--- config.mk ---
export PLATFORM = sky130hd
export DESIGN_NAME = thr_code_gen
export DESIGN_NICKNAME = d
export VERILOG_FILES = /design/src/rtl/thr_code_pkg.sv /design/src/rtl/thr_tol_pick.sv /design/src/rtl/thr_serial_div.sv /design/src/rtl/thr_sat.sv /design/src/rtl/thr_code_gen.sv
export SDC_FILE = /design/constraint.sdc
export NUM_CORES = 2
export LEC_CHECK = 0
export BUFFER_PORTS_ARGS = -buffer_cell sky130_fd_sc_hd__buf_2
export CAP_MARGIN = 25
export CORE_ASPECT_RATIO = 1.5
export CORE_UTILIZATION = 30
export CTS_CLUSTER_DIAMETER = 120
export DETAILED_ROUTE_END_ITERATION = 8
export PLACE_DENSITY_LB_ADDON = 0.15
export SYNTH_ARGS = -nofsm -noshare
export SYNTH_HDL_FRONTEND = slang
export SYNTH_SLANG_ARGS = --single-unit
--- constraint.sdc ---
create_clock -name clk -period 15.6 [get_ports clk]
set_input_delay 2.34 -clock clk [delete_from_list [all_inputs] [get_ports clk]]
set_output_delay 2.34 -clock clk [all_outputs]
set_load 0.03 [all_outputs]
--- src/rtl/thr_code_pkg.sv ---
package thr_code_pkg;

   // Sequencer phases: base-code division, trim undo, tolerance widening
   typedef enum logic [1:0] {
      ST_IDLE = 2'd0,
      ST_INV  = 2'd1,
      ST_CAL  = 2'd2,
      ST_TOL  = 2'd3
   } thr_state_e;

   // Fixed-point scale of gains, corrections and tolerances (per mille)
   localparam int PER_MILLE = 1000;

endpackage

--- src/rtl/thr_tol_pick.sv ---
// Selects the signed worst-case margins for one request.
module thr_tol_pick #(
   parameter int DW       = 48,
   parameter int INL_LSB  = 2,
   parameter int GE_RISE  = 2,
   parameter int GE_FALL  = 6,
   parameter int GE_UNCAL = 20,
   parameter int OE_CAL   = 2,
   parameter int OE_UNCAL = 36
) (
   input  logic                 rising_i,
   input  logic                 cal_i,
   output logic signed [DW-1:0] inl_o,
   output logic signed [DW-1:0] gerr_o,
   output logic signed [DW-1:0] oerr_o
);

   localparam logic signed [DW-1:0] INL_X    = DW'(INL_LSB);
   localparam logic signed [DW-1:0] GE_R_X   = DW'(GE_RISE);
   localparam logic signed [DW-1:0] GE_F_X   = DW'(GE_FALL);
   localparam logic signed [DW-1:0] GE_U_X   = DW'(GE_UNCAL);
   localparam logic signed [DW-1:0] OE_C_X   = DW'(OE_CAL);
   localparam logic signed [DW-1:0] OE_U_X   = DW'(OE_UNCAL);

   logic signed [DW-1:0] gmag;
   logic signed [DW-1:0] omag;

   always_comb begin
      gmag   = (rising_i ? GE_R_X : GE_F_X) + (cal_i ? '0 : GE_U_X);
      omag   = cal_i ? OE_C_X : OE_U_X;
      inl_o  = rising_i ? INL_X : -INL_X;
      gerr_o = rising_i ? gmag  : -gmag;
      oerr_o = rising_i ? omag  : -omag;
   end

endmodule

--- src/rtl/thr_serial_div.sv ---
// Radix-2 restoring divider on magnitudes; quotient truncates toward zero.
module thr_serial_div #(
   parameter int DW = 48
) (
   input  logic                 clk,
   input  logic                 rst_n,
   input  logic                 go_i,
   input  logic signed [DW-1:0] num_i,
   input  logic signed [DW-1:0] den_i,
   output logic                 fin_o,
   output logic signed [DW-1:0] quo_o
);

   localparam int CW = $clog2(DW + 1);

   logic [DW-1:0] q_r;
   logic [DW-1:0] dmag_r;
   logic [DW:0]   rem_r;
   logic [CW-1:0] cnt_r;
   logic          neg_r;
   logic          fin_r;

   logic [DW-1:0] num_mag;
   logic [DW-1:0] den_mag;
   logic [DW:0]   shf;
   logic          fits;

   always_comb begin
      num_mag = num_i[DW-1] ? DW'(-num_i) : DW'(num_i);
      den_mag = den_i[DW-1] ? DW'(-den_i) : DW'(den_i);
      shf     = {rem_r[DW-1:0], q_r[DW-1]};
      fits    = (shf >= {1'b0, dmag_r});
   end

   always_ff @(posedge clk or negedge rst_n) begin
      if (!rst_n) begin
         q_r    <= '0;
         dmag_r <= '0;
         rem_r  <= '0;
         cnt_r  <= '0;
         neg_r  <= 1'b0;
         fin_r  <= 1'b0;
      end else if (go_i) begin
         q_r    <= num_mag;
         dmag_r <= den_mag;
         rem_r  <= '0;
         cnt_r  <= CW'(DW);
         neg_r  <= num_i[DW-1] ^ den_i[DW-1];
         fin_r  <= 1'b0;
      end else if (cnt_r != '0) begin
         rem_r  <= fits ? (shf - {1'b0, dmag_r}) : shf;
         q_r    <= {q_r[DW-2:0], fits};
         cnt_r  <= cnt_r - 1'b1;
         fin_r  <= (cnt_r == CW'(1));
      end else begin
         fin_r  <= 1'b0;
      end
   end

   assign fin_o = fin_r;
   assign quo_o = neg_r ? -$signed(q_r) : $signed(q_r);

endmodule

--- src/rtl/thr_sat.sv ---
// Saturates a wide signed value into an unsigned code range.
module thr_sat #(
   parameter int DW     = 48,
   parameter int CODE_W = 12
) (
   input  logic signed [DW-1:0] val_i,
   output logic [CODE_W-1:0]    code_o
);

   localparam logic signed [DW-1:0] TOP_X = DW'((1 << CODE_W) - 1);

   always_comb begin
      if (val_i < 0)
         code_o = '0;
      else if (val_i > TOP_X)
         code_o = '1;
      else
         code_o = val_i[CODE_W-1:0];
   end

endmodule

--- src/rtl/thr_code_gen.sv ---
module thr_code_gen
   import thr_code_pkg::*;
#(
   parameter int THR_W    = 16,
   parameter int GAIN_W   = 16,
   parameter int KERR_W   = 16,
   parameter int OFF_W    = 32,
   parameter int CODE_W   = 12,
   parameter int DW       = 48,
   parameter int INL_LSB  = 2,
   parameter int GE_RISE  = 2,
   parameter int GE_FALL  = 6,
   parameter int GE_UNCAL = 20,
   parameter int OE_CAL   = 2,
   parameter int OE_UNCAL = 36
) (
   input  logic                     clk,
   input  logic                     rst_n,
   input  logic                     start_i,
   input  logic                     rising_i,
   input  logic                     calibrated_i,
   input  logic signed [THR_W-1:0]  thr_mv_i,
   input  logic signed [GAIN_W-1:0] gain_i,
   input  logic signed [KERR_W-1:0] kerr_i,
   input  logic signed [OFF_W-1:0]  offset_i,
   output logic                     done_o,
   output logic                     rejected_o,
   output logic [CODE_W-1:0]        code_o
);

   localparam logic signed [DW-1:0] SCALE_X  = DW'(PER_MILLE);
   localparam logic signed [DW-1:0] CODE_TOP = DW'((1 << CODE_W) - 1);
   // Headroom: base code ~ 2^(CODE_W+10), times correction 2^(KERR_W-1)
   localparam int NEED_W = CODE_W + 10 + KERR_W + 2;

   // Elaboration-time parameter checks
   if (DW < NEED_W) begin : g_err_dw_mul
      $error("thr_code_gen: DW too small for the trim product");
   end
   if (DW < OFF_W + 2) begin : g_err_dw_off
      $error("thr_code_gen: DW too small for the offset");
   end
   if (CODE_W > 24 || CODE_W < 4) begin : g_err_code
      $error("thr_code_gen: CODE_W out of supported range");
   end
   if (THR_W > DW - 12 || GAIN_W > DW) begin : g_err_in
      $error("thr_code_gen: input widths exceed the datapath");
   end

   thr_state_e           st_q;
   logic                 rise_q, cal_q;
   logic signed [DW-1:0] k_q, off_q;
   logic signed [DW-1:0] num_q, den_q;
   logic                 go_q;
   logic                 done_q, rej_q;
   logic [CODE_W-1:0]    code_q;

   logic                 fin;
   logic signed [DW-1:0] quo;
   logic signed [DW-1:0] inl, gerr, oerr;
   logic signed [DW-1:0] thr_x;
   logic                 in_bad;
   logic signed [DW-1:0] cal_num, tol_num, fin_val;
   logic [CODE_W-1:0]    sat_code;

   thr_tol_pick #(
      .DW(DW), .INL_LSB(INL_LSB), .GE_RISE(GE_RISE), .GE_FALL(GE_FALL),
      .GE_UNCAL(GE_UNCAL), .OE_CAL(OE_CAL), .OE_UNCAL(OE_UNCAL)
   ) u_tol (
      .rising_i (rise_q),
      .cal_i    (cal_q),
      .inl_o    (inl),
      .gerr_o   (gerr),
      .oerr_o   (oerr)
   );

   thr_serial_div #(.DW(DW)) u_div (
      .clk   (clk),
      .rst_n (rst_n),
      .go_i  (go_q),
      .num_i (num_q),
      .den_i (den_q),
      .fin_o (fin),
      .quo_o (quo)
   );

   thr_sat #(.DW(DW), .CODE_W(CODE_W)) u_sat (
      .val_i  (fin_val),
      .code_o (sat_code)
   );

   always_comb begin
      thr_x   = DW'(thr_mv_i);
      in_bad  = (thr_x < 0) || (thr_x > CODE_TOP) || (gain_i <= 0);
      cal_num = quo * k_q + (rise_q ? off_q : -off_q);
      tol_num = (quo + inl) * (SCALE_X + gerr);
      fin_val = quo + oerr;
   end

   always_ff @(posedge clk or negedge rst_n) begin
      if (!rst_n) begin
         st_q   <= ST_IDLE;
         rise_q <= 1'b0;
         cal_q  <= 1'b0;
         k_q    <= '0;
         off_q  <= '0;
         num_q  <= '0;
         den_q  <= '0;
         go_q   <= 1'b0;
         done_q <= 1'b0;
         rej_q  <= 1'b0;
         code_q <= '0;
      end else begin
         go_q   <= 1'b0;
         done_q <= 1'b0;
         case (st_q)
            ST_IDLE: begin
               if (start_i) begin
                  rise_q <= rising_i;
                  cal_q  <= calibrated_i;
                  k_q    <= DW'(kerr_i);
                  off_q  <= DW'(offset_i);
                  if (in_bad) begin
                     done_q <= 1'b1;
                     rej_q  <= 1'b1;
                  end else begin
                     num_q <= thr_x * SCALE_X;
                     den_q <= DW'(gain_i);
                     go_q  <= 1'b1;
                     st_q  <= ST_INV;
                  end
               end
            end
            ST_INV: begin
               if (fin) begin
                  go_q  <= 1'b1;
                  den_q <= SCALE_X;
                  if (cal_q) begin
                     num_q <= cal_num;
                     st_q  <= ST_CAL;
                  end else begin
                     num_q <= tol_num;
                     st_q  <= ST_TOL;
                  end
               end
            end
            ST_CAL: begin
               if (fin) begin
                  go_q  <= 1'b1;
                  den_q <= SCALE_X;
                  num_q <= tol_num;
                  st_q  <= ST_TOL;
               end
            end
            ST_TOL: begin
               if (fin) begin
                  code_q <= sat_code;
                  rej_q  <= 1'b0;
                  done_q <= 1'b1;
                  st_q   <= ST_IDLE;
               end
            end
            default: st_q <= ST_IDLE;
         endcase
      end
   end

   assign done_o     = done_q;
   assign rejected_o = rej_q;
   assign code_o     = code_q;

endmodule

== Word-level counts from Yosys, hierarchy flattened ==
Cells that the tools add are included.
Storage, ports and cells
  flip-flop bits (word level): 315
  logic and storage cells: 115
  output and inout bits: 14
  input bits: 85
Operators by class
  muxes and demuxes: 49
  reduce and logical (&&, ||, !) cells: 15
  add/subtract/negate cells: 13
  bitwise gates (word level): 1
  $mul: 3
  equality and inequality tests: 11
  magnitude comparators: 6
Operators with widths (count)
  $mux 48: 20
  $neg 48->48: 5
  $add 48x48->48: 4
  $pmux 48 s3: 1
  $pmux 48 s2: 1
  $ge 49x48->1: 1
  $add 11x48->48 const A: 1
  $gt 48x13->1 const B: 1
  $lt 48x1->1 const B: 1
  $mul 48x16->48: 1
  $mul 48x48->48: 1
  $neg 32->48: 1
  $sub 48x48->48: 1
  $mul 16x8->24 const B: 1
  $mux 12: 2
  $mux 6: 3
  $gt 16x13->1 const B: 1
  $le 16x1->1 const B: 1
  $lt 16x1->1 const B: 1
  $mux 1: 11
  $mux 2: 5
  $reduce_and 5->1: 2
  $ne 2x1->1 const B: 4
  $pmux 2 s4: 1
  17 further kinds: 27

== Logic depth before layout (Yosys ltp) ==
  depth after elaboration: 9
  gate-level depth with buffers: 52
  depth with buffers taken out: 48

== Cells and area by module ==
Synthesis repeated with hierarchy kept, for this count alone.
Second synthesis, totals
  cells, all modules: 9581
  area, all modules: 83324.9 µm²
Modules (own cells, without submodules)
  thr_code_gen: area each 69704.4 µm², times used 1, cells an instance 7891
  thr_serial_div: area each 12258.0 µm², times used 1, cells an instance 1503
  thr_tol_pick: area each 1096.1 µm², times used 1, cells an instance 147
  thr_sat: area each 266.5 µm², times used 1, cells an instance 40

== Least setup slack after synthesis ==
Ideal clock, no wire load.
  path type: register -> register
  start point: register u_div.q_r[0]
  end point: register num_q[47]
  library setup time: 122 ps
  path slack: 3451 ps
  stages on the path, launching flop included: 45
  data arrival time: 12027 ps
  path buffers: 5
  period minus slack after synthesis: 12149 ps
  cells stage by stage: dfrtp_1 > clkbuf_1 > inv_1 > clkbuf_1 > ha_1 > or4b_2 > or3_1 > or3_1 > o41ai_1 > xnor2_1 > clkbuf_1 > ha_1 > clkbuf_1 > nand4_1 > or2_2 > nor3_1 > a21oi_1 > o31ai_1 > [9 not listed] > ha_1 > fa_1 > fa_1 > inv_1 > fa_1 > inv_1 > ha_1 > clkbuf_1 > nand3_1 > nor2_1 > nand2_1 > o21a_1 > o31a_1 > o311ai_0 > xnor3_1 > xnor2_1 > o22ai_1 > o22a_1
Between the ends
  longest elaborated chain between the ends: 7
  elaborated cells on any way between the ends: 10
RTL lines
  from (decl): RTL line thr_serial_div.sv:16  | logic [DW-1:0] q_r;
  from (signal assigned): RTL line thr_serial_div.sv:44  | q_r <= num_mag;
  from (signal assigned): RTL line thr_serial_div.sv:52  | q_r <= {q_r[DW-2:0], fits};
  $neg 48->48: RTL line thr_serial_div.sv:61  | assign quo_o = neg_r ? -$signed(q_r) : $signed(q_r);
  $mux 48 *: RTL line thr_serial_div.sv:61
  $add 48x48->48 / $mul 48x16->48 (equally long branches): RTL line thr_code_gen.sv:96, thr_code_gen.sv:95
  $mul 48x48->48 / $add 48x48->48 (equally long branches): RTL line thr_code_gen.sv:96, thr_code_gen.sv:95
  $mux 48: RTL line thr_code_gen.sv:138  | if (cal_q) begin
  $mux 48: RTL line thr_code_gen.sv:135  | if (fin) begin
  $pmux 48 s3 *: RTL line thr_code_gen.sv:116  | case (st_q)
  to (signal assigned): RTL line thr_code_gen.sv:127  | num_q <= thr_x * SCALE_X;
  to (signal assigned): RTL line thr_code_gen.sv:139  | num_q <= cal_num;
  to (signal assigned): RTL line thr_code_gen.sv:142  | num_q <= tol_num;
  to (decl): RTL line thr_code_gen.sv:53  | logic signed [DW-1:0] num_q, den_q;
Mark *: on every way between the ends. The rest lies on a longest branch, timed or not. The select of a mux whose other input is x is not followed.
A chain may end at the register's enable or synchronous reset.

== Worst setup path in the final report ==
  start point: register u_div.q_r[1]
  end point: register num_q[47]
Same word-level chain as after synthesis.

==> impl_metrics.yaml <==
cells_and_area:
  drive_gt1_share_pct: 6.32
  final_cells: 9855
  num-fill-cells: 21880
  nets: 8879
  final_area_um2: 67400
  areaGrowthSynthToFinish_pct: 8.71
critical_path:
  slowest_delay_ps: 690
  critPathKind: "reg -> reg"
  crit_fanout: 9
  cp-end-kind: "flop"
  critPathMostFrequentCell: "fa_1"
  worstSetupStartpointType: "flop"
  slowest_stage: "xnor2_1"
  cp.required_ps: 16080
  cp.arrival_ps: 13790
  reg2reg_depth: 40
floorplan:
  start_util_pct: 30.1
  die_x_um: 373
  dieArea_um2: 209000
  io_pins: 99
  num_rows: 204
  die_y_um: 559
  coreArea_um2: 206000
min_path:
  min_path_cells: 2
  holdCritPathClass: "reg -> reg"
yosys:
  async_flop_share_pct: 100
  synth_seq_cells: 274
  ys_types: 80
  yosys.cell_count.top_type: "inv_1"
  syn_area_um2: 62000
  synth_largest_area_cell: "fa_1"
  yosys_warnings: 0
  synth_top_area_share_pct: 32.8
  synth-edff-count: 0
  yosys_most_used_dff: "dfrtp_1"
  yosysSeqAreaShare_pct: 11.1
  yosys.area_share.adder_pct: 45.6
  synth_top_family_by_area: "adder cells"
  synth-simple-area-share_pct: 14.3
  synth_cells: 7154
  synth_commonest_cells: "1438 x inv_1, 1015 x fa_1, 719 x nand2_1, 636 x ha_1, 511 x nor2_1"
  synth_xor_area_share_pct: 5.81
  syn_area_per_cell_um2: 8.67
  synthMuxAreaShare_pct: 2.11
  synth_compound_area_share_pct: 10.6
  synth_area_leaders: "fa_1 33%, ha_1 13%, dfrtp_1 11%, inv_1 8.7%, nand2_1 4.4%"
clock_network:
  cts_buffers: 36
  cts_resized: 0
  cts_root_buf: "clkbuf_16"
  cts.htree.levels: 2
  cts.sinks: 274
  cts_tree: "done"
  clk_latency_ps: 620
  cts_buffer_depth: 3
  cts.clk_slew.worst_paths_ps: 60
  cts_setup_buffers: 0
  cts_hold_buf: 0
flow_run:
  cap_violations: 0
timing:
  final_max_slew_viol_count: 0
  max_freq_mhz: 75.2
  min_period_over_period_pct: 85.3
  relSlewSlack_pct: 25.2
  final.setup.tns_ps: 0
  fin_skew_ps: 41.0
  hold_viol_final: 0
  rsz0062_at_grt: "no"
  final.setup.worst_slack_ps: 2300
  min_period_ps: 13300
  worst_pin_slew_ps: 1120
  setup_viol: 0
placed_design:
  gp_congestion: 0.929
  placed_cell_area_um2: 66200
  dpl.hpwl_um: 181000
  dp.cells: 9782
  port_buffers: 98
  pre_cts_ws_ps: 2280
drt:
  first_pass_iters: 5
  drt_iter0_drc: 2348
  post_drt_wl_per_cell_um: 22.1
  vias: 48539
  avgViaCountPerCell: 4.93
  drc: 0
  wirelength_um: 218000
  detail-route-antenna-nets: 0
grt:
  groute.usage.overall_pct: 21.3
  grt_pass1_vias: 53387
  antenna_found_initial: 23
  grt_pass1_wl_um: 334000
  overflow: 0
  grt_max_degree: 134
power:
  total_power_w: 0.00311
  vdd_drop_max_uv: 64.2
  power-per-cell-area_nw_per_um2: 46.2
  power.leakage_nw: 34.7
outcome:
  status: "complete, no violations"
per-stage QoR:
step | hold slack (ps) | utilization (%)
finish | 492 | 32.8
global route | 517 | 32.8
CTS | 496 | 32.8
detailed placement | 482 | 32.2
global placement | 478 | 32.1
floorplan | 454 | -
per-layer routing:
| layer | GRT usage [%] | vias up | routed length, µm |
|---|---|---|---|
| met5 | 0 | - | 84 |
| met4 | 9.44 | 14 | 11100 |
| met3 | 1.88 | 329 | 7030 |
| met2 | 40.8 | 917 | 117000 |
| met1 | 23.6 | 24879 | 82600 |
| li1 | - | 22400 | - |
where the power goes:
part | internal [W] | switching, W
registers | 0.000750 | 0.0000544
logic | 0.000554 | 0.000851
clock network | 0.000519 | 0.000386
placed cells by master, fill, tap and decap left out, types with 40 or more instances in the layout:
master and count:
xnor2_1 249, nor3_1 94, nor2_1 509, ha_1 634, and2_1 228, nand4_1 50, xor2_1 130, conb_1 42
a21o_1 105, mux2i_1 60, a21oi_1 280, dfrtp_1 268, nand2_1 714, o21ai_0 267, buf_2 99, mux2_2 63
fa_1 1015, nand2b_1 56, a211oi_1 77, o21bai_1 45, or2_2 42, o21a_1 40, buf_4 110, o31ai_1 50
inv_1 1437
state kept, by name, indices dropped and copies added (netlist names), 2 cells and up:
| signal | cells |
|---|---|
| k_q | 16 |
| code_o | 12 |
| den_q | 16 |
| num_q | 48 |
| st_q | 2 |
| u_div.rem_r | 48 |
| u_div.cnt_r | 6 |
| off_q | 32 |
| u_div.q_r | 48 |
| u_div.dmag_r | 39 |
worst max-delay path, delay by kind of cell, from the launching register on:
kind / cells / cell delay, ps
flip-flops: 1 / 420
AND/OR/NAND/NOR: 4 / 1630
buffers and inverters: 7 / 620
AO/OA/AOI/OAI: 13 / 3840
adder cells (fa/ha/maj): 12 / 4990
XOR/XNOR: 4 / 1670
area by class of cell:
class	count	area (µm²)	share of cell area [%]
Antenna cell	7	17.5	0.0260
Clock buffer	48	1030	1.53
Clock inverter	17	196	0.291
Inverter	1439	5400	8.01
Multi-Input combinational cell	5177	49100	72.9
Sequential cell	274	6870	10.2
Tap cell	2678	3350	4.97
Timing Repair Buffer	215	1420	2.10
cell families after synthesis:
kind of cell	after synthesis
AO/OA/AOI/OAI	1041
XOR/XNOR	408
adder cells (fa/ha/maj)	1651
buffers and inverters	1743
flip-flops	274
multiplexers	123
other	2
AND/OR/NAND/NOR	1912
final timing paths:
check	start	endpoint	slack [ps]
setup / recovery	u_div.q_r[1]	num_q[47]	2300
hold / removal	u_div.dmag_r[34]	u_div.dmag_r[34]	490
setup reg to reg	u_div.q_r[1]	num_q[47]	2300
hold reg to reg	u_div.dmag_r[34]	u_div.dmag_r[34]	490
max in group asynchronous	rst_n	num_q[24]	12440
min in group asynchronous	rst_n	u_div.dmag_r[21]	1780
(Power assumes the default switching activity.)
